[config.mk]
export PLATFORM = sky130hd
export DESIGN_NAME = iq_tracker
export DESIGN_NICKNAME = d
export VERILOG_FILES = /design/src/rtl/iq_pkg.sv /design/src/rtl/iq_lowest.sv /design/src/rtl/iq_disp_ctl.sv /design/src/rtl/iq_entry.sv /design/src/rtl/iq_tracker.sv
export SDC_FILE = /design/constraint.sdc
export NUM_CORES = 1
export LEC_CHECK = 0
export ABC_AREA = 1
export ABC_CLOCK_PERIOD_IN_PS = 6400
export BUFFER_PORTS_ARGS = -buffer_cell sky130_fd_sc_hd__clkbuf_2
export CAP_MARGIN = 25
export CORE_MARGIN = 3
export CORE_UTILIZATION = 65
export CTS_BUF_LIST = sky130_fd_sc_hd__clkbuf_4
export DETAILED_ROUTE_END_ITERATION = 8
export GPL_TIMING_DRIVEN = 0
export PLACE_DENSITY = 0.89
export SYNTH_ARGS = -nofsm -noshare
export SYNTH_HDL_FRONTEND = slang
export SYNTH_HIERARCHICAL = 1
export SYNTH_SLANG_ARGS = --single-unit
[constraint.sdc]
create_clock -name clk -period 6.4 [get_ports clk]
set_input_delay 0.96 -clock clk [delete_from_list [all_inputs] [get_ports clk]]
set_output_delay 0.96 -clock clk [all_outputs]
set_load 0.05 [all_outputs]
[src/rtl/iq_pkg.sv]
package iq_pkg;
    typedef enum logic [1:0] {
        ST_WAIT   = 2'b00,
        ST_PEND   = 2'b01,
        ST_READY  = 2'b10,
        ST_ISSUED = 2'b11
    } stage_e;

    typedef enum logic [2:0] {
        DS_AVAIL    = 3'd0,
        DS_LDQ_FULL = 3'd1,
        DS_STQ_FULL = 3'd2,
        DS_BUF_FULL = 3'd3,
        DS_GROUP    = 3'd4
    } dstat_e;
endpackage

[src/rtl/iq_lowest.sv]
module iq_lowest #(
    parameter int N  = 4,
    parameter int IW = (N > 1) ? $clog2(N) : 1
) (
    input  logic [N-1:0]  req,
    output logic          any,
    output logic [IW-1:0] idx
);
    always_comb begin
        idx = '0;
        for (int i = N - 1; i >= 0; i--) begin
            if (req[i]) idx = IW'(i);
        end
    end
    assign any = |req;
endmodule

[src/rtl/iq_disp_ctl.sv]
module iq_disp_ctl
    import iq_pkg::*;
#(
    parameter int N        = 4,
    parameter int LD_SLOTS = 2,
    parameter int ST_SLOTS = 1
) (
    input  logic [N-1:0] valid_vec,
    input  logic [N-1:0] load_vec,
    input  logic [N-1:0] store_vec,
    input  logic [N-1:0] urgent_vec,
    input  logic [N-1:0] grant_vec,
    input  logic         req_load,
    input  logic         req_store,
    output dstat_e       status
);
    logic free_any, ld_full, st_full, grp_hold;

    assign free_any = ~&valid_vec;
    assign ld_full  = req_load  && ($countones(load_vec & valid_vec)  >= LD_SLOTS);
    assign st_full  = req_store && ($countones(store_vec & valid_vec) >= ST_SLOTS);
    assign grp_hold = |(urgent_vec & ~grant_vec);

    always_comb begin
        if (!free_any)    status = DS_BUF_FULL;
        else if (ld_full) status = DS_LDQ_FULL;
        else if (st_full) status = DS_STQ_FULL;
        else if (grp_hold) status = DS_GROUP;
        else              status = DS_AVAIL;
    end
endmodule

[src/rtl/iq_entry.sv]
module iq_entry
    import iq_pkg::*;
#(
    parameter int LAT_W = 3
) (
    input  logic             clk,
    input  logic             rst_n,
    input  logic             wr_en,
    input  logic             wr_known,
    input  logic             wr_regs_rdy,
    input  logic             wr_mem_ok,
    input  logic             wr_load,
    input  logic             wr_store,
    input  logic [LAT_W-1:0] wr_lat,
    input  logic             wake_known,
    input  logic             wake_rdy,
    input  logic             mem_resolve,
    input  logic             grant,
    input  logic             tick,
    input  logic             retire,
    output logic             valid_o,
    output stage_e           stage_o,
    output logic             is_load_o,
    output logic             is_store_o,
    output logic             urgent_o,
    output logic             done_o,
    output logic             pend_evt_o,
    output logic             rdy_evt_o
);
    typedef struct packed {
        logic             valid;
        stage_e           stage;
        logic             known;
        logic             regs_rdy;
        logic             mem_ok;
        logic             ld;
        logic             st;
        logic [LAT_W-1:0] lat;
        logic [LAT_W-1:0] cnt;
        logic             pend_evt;
        logic             rdy_evt;
    } ent_t;

    ent_t ent_d, ent_q;
    logic known_n, rdy_n, mem_n;

    assign known_n = ent_q.known    | wake_known;
    assign rdy_n   = ent_q.regs_rdy | wake_rdy;
    assign mem_n   = ent_q.mem_ok   | mem_resolve;

    always_comb begin
        ent_d          = ent_q;
        ent_d.pend_evt = 1'b0;
        ent_d.rdy_evt  = 1'b0;
        if (wr_en) begin
            ent_d.valid    = 1'b1;
            ent_d.known    = wr_known;
            ent_d.regs_rdy = wr_regs_rdy;
            ent_d.mem_ok   = wr_mem_ok;
            ent_d.ld       = wr_load;
            ent_d.st       = wr_store;
            ent_d.lat      = wr_lat;
            ent_d.cnt      = '0;
            if (!wr_known) begin
                ent_d.stage = ST_WAIT;
            end else begin
                ent_d.pend_evt = 1'b1;
                if (wr_regs_rdy && wr_mem_ok) begin
                    ent_d.stage   = ST_READY;
                    ent_d.rdy_evt = 1'b1;
                end else begin
                    ent_d.stage = ST_PEND;
                end
            end
        end else if (ent_q.valid) begin
            ent_d.known    = known_n;
            ent_d.regs_rdy = rdy_n;
            ent_d.mem_ok   = mem_n;
            case (ent_q.stage)
                ST_WAIT: begin
                    if (known_n) begin
                        ent_d.pend_evt = 1'b1;
                        if (rdy_n && mem_n) begin
                            ent_d.stage   = ST_READY;
                            ent_d.rdy_evt = 1'b1;
                        end else begin
                            ent_d.stage = ST_PEND;
                        end
                    end
                end
                ST_PEND: begin
                    if (rdy_n && mem_n) begin
                        ent_d.stage   = ST_READY;
                        ent_d.rdy_evt = 1'b1;
                    end
                end
                ST_READY: begin
                    if (grant) begin
                        ent_d.stage = ST_ISSUED;
                        ent_d.cnt   = ent_q.lat;
                    end
                end
                ST_ISSUED: begin
                    if (retire) begin
                        ent_d = '0;
                    end else if (tick && ent_q.cnt != '0) begin
                        ent_d.cnt = ent_q.cnt - 1'b1;
                    end
                end
                default: ;
            endcase
        end
    end

    always_ff @(posedge clk) begin
        if (!rst_n) ent_q <= '0;
        else        ent_q <= ent_d;
    end

    assign valid_o    = ent_q.valid;
    assign stage_o    = ent_q.stage;
    assign is_load_o  = ent_q.ld;
    assign is_store_o = ent_q.st;
    assign urgent_o   = ent_q.valid && ent_q.stage == ST_READY && ent_q.lat == '0;
    assign done_o     = ent_q.valid && ent_q.stage == ST_ISSUED && ent_q.cnt == '0;
    assign pend_evt_o = ent_q.pend_evt;
    assign rdy_evt_o  = ent_q.rdy_evt;

    // a waiting slot never has its latencies known
    p_wait_unknown_r1: assert property (@(posedge clk) disable iff (!rst_n)
        ent_q.valid && ent_q.stage == ST_WAIT |-> !ent_q.known);

    // ready implies every condition satisfied
    p_ready_ops_r3: assert property (@(posedge clk) disable iff (!rst_n)
        ent_q.valid && ent_q.stage == ST_READY |-> ent_q.known && ent_q.regs_rdy && ent_q.mem_ok);

    // a ready event always leaves the slot ready
    p_rdy_evt_r4: assert property (@(posedge clk) disable iff (!rst_n)
        rdy_evt_o |-> valid_o && stage_o == ST_READY);

    // grant on a ready slot lands in issued with its latency loaded
    p_grant_issue_r5: assert property (@(posedge clk) disable iff (!rst_n)
        ent_q.valid && ent_q.stage == ST_READY && grant && !wr_en
        |=> ent_q.valid && ent_q.stage == ST_ISSUED && ent_q.cnt == $past(ent_q.lat));

    // a finished slot stays finished until picked
    p_hold_done_r6: assert property (@(posedge clk) disable iff (!rst_n)
        done_o && !retire |=> done_o);
endmodule

[src/rtl/iq_tracker.sv]
module iq_tracker
    import iq_pkg::*;
#(
    parameter int DEPTH    = 4,
    parameter int NSRC     = 2,
    parameter int LAT_W    = 3,
    parameter int LD_SLOTS = 2,
    parameter int ST_SLOTS = 1,
    localparam int IW      = (DEPTH > 1) ? $clog2(DEPTH) : 1
) (
    input  logic               clk,
    input  logic               rst_n,
    input  logic               disp_valid,
    input  logic [NSRC-1:0]    disp_lat_known,
    input  logic [NSRC-1:0]    disp_opnd_rdy,
    input  logic               disp_mem_dep,
    input  logic               disp_is_load,
    input  logic               disp_is_store,
    input  logic [LAT_W-1:0]   disp_lat,
    input  logic               tick,
    input  logic               issue_valid,
    input  logic [IW-1:0]      issue_idx,
    input  logic [DEPTH-1:0]   wake_known,
    input  logic [DEPTH-1:0]   wake_rdy,
    input  logic [DEPTH-1:0]   mem_resolve,
    output logic [2:0]         disp_status,
    output logic [IW-1:0]      disp_idx,
    output logic [DEPTH-1:0]   valid_vec,
    output logic [2*DEPTH-1:0] stage_vec,
    output logic [DEPTH-1:0]   ready_vec,
    output logic [DEPTH-1:0]   pend_evt,
    output logic [DEPTH-1:0]   rdy_evt,
    output logic               wb_valid,
    output logic [IW-1:0]      wb_idx,
    output logic               stall_seen
);
    typedef struct packed {
        logic          wb_valid;
        logic [IW-1:0] wb_idx;
        logic          sticky;
    } top_t;

    top_t top_d, top_q;

    stage_e           stage_w [DEPTH];
    logic [DEPTH-1:0] load_vec, store_vec, urgent_vec, done_vec, grant_vec;
    logic [DEPTH-1:0] wr_vec, retire_vec;
    logic [IW-1:0]    free_idx, done_idx;
    logic             free_any, done_any, accept, space_refuse;
    dstat_e           stat_w;

    iq_lowest #(.N(DEPTH), .IW(IW)) u_free (
        .req(~valid_vec), .any(free_any), .idx(free_idx));

    iq_lowest #(.N(DEPTH), .IW(IW)) u_done (
        .req(done_vec), .any(done_any), .idx(done_idx));

    iq_disp_ctl #(.N(DEPTH), .LD_SLOTS(LD_SLOTS), .ST_SLOTS(ST_SLOTS)) u_ctl (
        .valid_vec(valid_vec), .load_vec(load_vec), .store_vec(store_vec),
        .urgent_vec(urgent_vec), .grant_vec(grant_vec),
        .req_load(disp_is_load), .req_store(disp_is_store), .status(stat_w));

    assign accept       = disp_valid && stat_w == DS_AVAIL && free_any;
    assign space_refuse = disp_valid && (stat_w == DS_LDQ_FULL || stat_w == DS_STQ_FULL
                                         || stat_w == DS_BUF_FULL);

    for (genvar i = 0; i < DEPTH; i++) begin : g_ent
        assign grant_vec[i]  = issue_valid && issue_idx == IW'(i);
        assign wr_vec[i]     = accept && free_idx == IW'(i);
        assign retire_vec[i] = done_any && done_idx == IW'(i);

        iq_entry #(.LAT_W(LAT_W)) u_ent (
            .clk(clk), .rst_n(rst_n),
            .wr_en(wr_vec[i]),
            .wr_known(&disp_lat_known),
            .wr_regs_rdy(&disp_opnd_rdy),
            .wr_mem_ok(!disp_mem_dep),
            .wr_load(disp_is_load),
            .wr_store(disp_is_store),
            .wr_lat(disp_lat),
            .wake_known(wake_known[i]),
            .wake_rdy(wake_rdy[i]),
            .mem_resolve(mem_resolve[i]),
            .grant(grant_vec[i]),
            .tick(tick),
            .retire(retire_vec[i]),
            .valid_o(valid_vec[i]),
            .stage_o(stage_w[i]),
            .is_load_o(load_vec[i]),
            .is_store_o(store_vec[i]),
            .urgent_o(urgent_vec[i]),
            .done_o(done_vec[i]),
            .pend_evt_o(pend_evt[i]),
            .rdy_evt_o(rdy_evt[i]));

        assign stage_vec[2*i +: 2] = stage_w[i];
        assign ready_vec[i]        = valid_vec[i] && stage_w[i] == ST_READY;
    end

    always_comb begin
        top_d          = top_q;
        top_d.wb_valid = done_any;
        top_d.wb_idx   = done_idx;
        if (tick)         top_d.sticky = 1'b0;
        if (space_refuse) top_d.sticky = 1'b1;
    end

    always_ff @(posedge clk) begin
        if (!rst_n) top_q <= '0;
        else        top_q <= top_d;
    end

    assign disp_status = stat_w;
    assign disp_idx    = free_idx;
    assign wb_valid    = top_q.wb_valid;
    assign wb_idx      = top_q.wb_idx;
    assign stall_seen  = top_q.sticky;

    logic [DEPTH-1:0] below_wb;
    assign below_wb = (DEPTH'(1) << wb_idx) - DEPTH'(1);

    // a refused request allocates no slot
    p_refuse_no_alloc_r8: assert property (@(posedge clk) disable iff (!rst_n)
        disp_valid && disp_status != 3'd0 |=> (valid_vec & ~$past(valid_vec)) == '0);

    // a space refusal raises the sticky flag
    p_sticky_set_r10: assert property (@(posedge clk) disable iff (!rst_n)
        space_refuse |=> stall_seen);

    // the written-back slot is free
    p_wb_freed_r6: assert property (@(posedge clk) disable iff (!rst_n)
        wb_valid |-> !valid_vec[wb_idx]);

    // no lower finished slot was skipped
    p_wb_lowest_r7: assert property (@(posedge clk) disable iff (!rst_n)
        done_any |=> wb_valid && ($past(done_vec) & below_wb) == '0);
endmodule

==> qor.txt <==
status: finished, final reports clean
Final Core Density: 0.7637
worst slew pin tran: 0.6682 ns
Clock Sinks: 68
fmax: 262.1 MHz
drt drc: 0
Inserted Clock Buffers: 9
Post-CTS Resized: 0
crit-path max cell delay: 0.58 ns
clock latency on the worst-skew pair: 0.41 ns
HP Class: flip-flop to flip-flop
crit path DAT: 2.86 ns
CTS H-tree depth: 3
required time worst endpoint: 5.44 ns
unrepaired setup endpoints after global routing: no
I/O pin cnt: 62
clk buf depth: 2
Final Slew Violations: 0
total power: 924.7 µW
post-synth cell types: 26
power per cell area: 187.5 mW/mm²
critical-path cell list: nand2_1, inv_1, fa_1, ha_1, inv_1, ha_1, nor2_1, nand2_1, nand2_1, nand3_1, nand2_1, clkbuf_2
design area: 0.004932 mm²
Yosys top cell by area: dfxtp_1
top_reg_cell synth: dfxtp_1
number of synthesized flops with an enable pin: 0
setup_tns: 0 ns
CP Launch Type: flip-flop
Final Cycle Share: 0.5961
vias: 4,640
final net count: 839
ANT cells: 0
number of port buffers: 61
worst slack at placement: 2.950 ns
Overflow after GRT: 0
syn_nets: 767
Leakage: 2.421 nW
vias in the first global route: 4,304
final wirelength: 10,900 µm
max_cap viols: 0
# placed instances: 847
sequential area share after synthesis: 0.3073
Final WS setup: 2.585 ns
Yosys top cell area share: 0.3073
largest net degree at the start of global routing: 17
asr flop ratio synth: 0
Layout Cells excl Fill: 863
Starting DRT DRC Count: 278
Core Box Area: 0.006459 mm²
DIE HEIGHT: 88.55 µm
Rows: 29
Syn Area/Cell: 6.247 µm²
Pre-antenna DRT Iters: 5
synth cell count leaders: nand2_1, inv_1, nor2_1, dfxtp_1, a21oi_1
Worst Path Class, Setup: flip-flop to primary output
Cell Area, Placed: 0.004831 mm²
Die ar.: 0.007841 mm²
Placer Congestion: 0.9481
count leader, synth: nand2_1
Final Setup Violations: 0
Synth Instances: 709
Tmin final: 3.815 ns
mapped cell area: 0.004429 mm²
vias per cell: 5.377
post-DR wirelength/cell: 12.63 µm
Detailed Place HPWL: 8380 µm
Worst path most repeated cell: nand2_1
Hold Fails Final Rpt: 0
Fin Hold WS: 0.4713 ns
root buffer cell: clkbuf_4
Slowest-stage cell, CP: dfxtp_1
share of cells above drive strength 1: 0.1718
VDD IR max: 0.0001151 V
Die X: 88.55 µm
flop and latch count out of synthesis: 68
Worst Skew: 0.01168 ns
global router's overall resource usage: 0.2921
main area contributors after synthesis: dfxtp_1, nand2_1, inv_1
P&R area growth vs syn: 11.36%
Initial Utilization: 0.6858
# Post-CTS Setup Buffers: 0
Max transition margin: 0.5511
clock-pin slew on the worst setup and hold paths: 0.11 ns
first-pass GRT wire length: 18,180 µm
antenna-violating nets left: 0
# hold bufs at CTS: 0
CTS tree: yes
Yosys warnings: 6
CP Capture Type: primary output
initial antenna violation count: 0
critical path fanouts, max: 9
==> cells by family (layout without fill, tap and decap cells) <==
group           Yosys count  count (layout)  synth area share
simple gates            368             368            0.3460
fa+ha+maj                29              29           0.08531
flops                    68              68            0.3073
compound gates          105             105            0.1299
buf+inv                 139             216            0.1314
==> metal layers <==
layer	share of wire	track usage	vias to the layer above
li1	-	-	2349
met1	0.43	0.3511	2082
met2	0.48	0.4895	173
met3	0.057	0.04562	36
met4	0.036	0.1772	0
met5	0	0	-
==> cells in the final DEF, fill, tap and decap left out, drive strengths merged <==
cell type | netlist | routed
fa | 2 | 2
nand4 | 3 | 3
a21oi | 41 | 41
a31oi | 8 | 8
o22ai | 4 | 4
or2 | 4 | 4
buf | 12 | 12
clkbuf | 4 | 74
nor2 | 108 | 108
clkinvlp | 0 | 1
a211oi | 4 | 4
inv | 123 | 123
o21ai | 44 | 44
nand3 | 27 | 27
dfxtp | 68 | 68
nand2 | 206 | 206
ha | 27 | 27
clkinv | 0 | 6
o211ai | 4 | 4
nor3 | 20 | 20
==> path summary, 6_finish.rpt <==
| kind | start | to | slack (ns) | cells after the start |
|---|---|---|---|---|
| worst min register to register | stall_seen | stall_seen | 0.47 | 2 |
| worst min-delay path | stall_seen | stall_seen | 0.47 | 2 |
| worst max register to register | g_ent[0].u_ent/valid_o | g_ent[3].u_ent/stage_o[1] | 2.83 | 22 |
| worst max-delay path | g_ent[0].u_ent/valid_o | disp_status[1] | 2.58 | 12 |
==> worst max-delay path, delay by kind of cell (launching register included) <==
family        cells  cell delay, ns
fa+ha+maj         3            0.86
flops             1            0.58
simple gates      6            0.54
buf+inv           3            0.48
==> flip-flops by register name, indices dropped and copies added (netlist names) <==
signal                  flops
g_ent.u_ent/ent_q          36
g_ent.u_ent/is_load_o       4
g_ent.u_ent/stage_o         8
wb_idx                      2
wb_valid                    1
g_ent.u_ent/pend_evt_o      4
g_ent.u_ent/rdy_evt_o       4
g_ent.u_ent/is_store_o      4
stall_seen                  1
g_ent.u_ent/valid_o         4
==> cell type report <==
| class | count | area, µm² |
|---|---|---|
| inverter | 123 | 461.7 |
| multi-input combinational | 502 | 2486 |
| timing repair buffer | 61 | 305.3 |
| fill | 554 | 1526 |
| sequential | 68 | 1361 |
| clock buffer | 9 | 67.56 |
| clock inverter | 7 | 33.78 |
| tap | 77 | 96.34 |
| buffer | 16 | 120.1 |
==> where the power goes <==
group	total (mW)	internal (mW)	switching, mW
registers	0.458	0.441	0.0172
clock network	0.225	0.0739	0.151
logic	0.241	0.0769	0.165
total	0.925	0.592	0.333
Power figures use the tool's default switching activity.
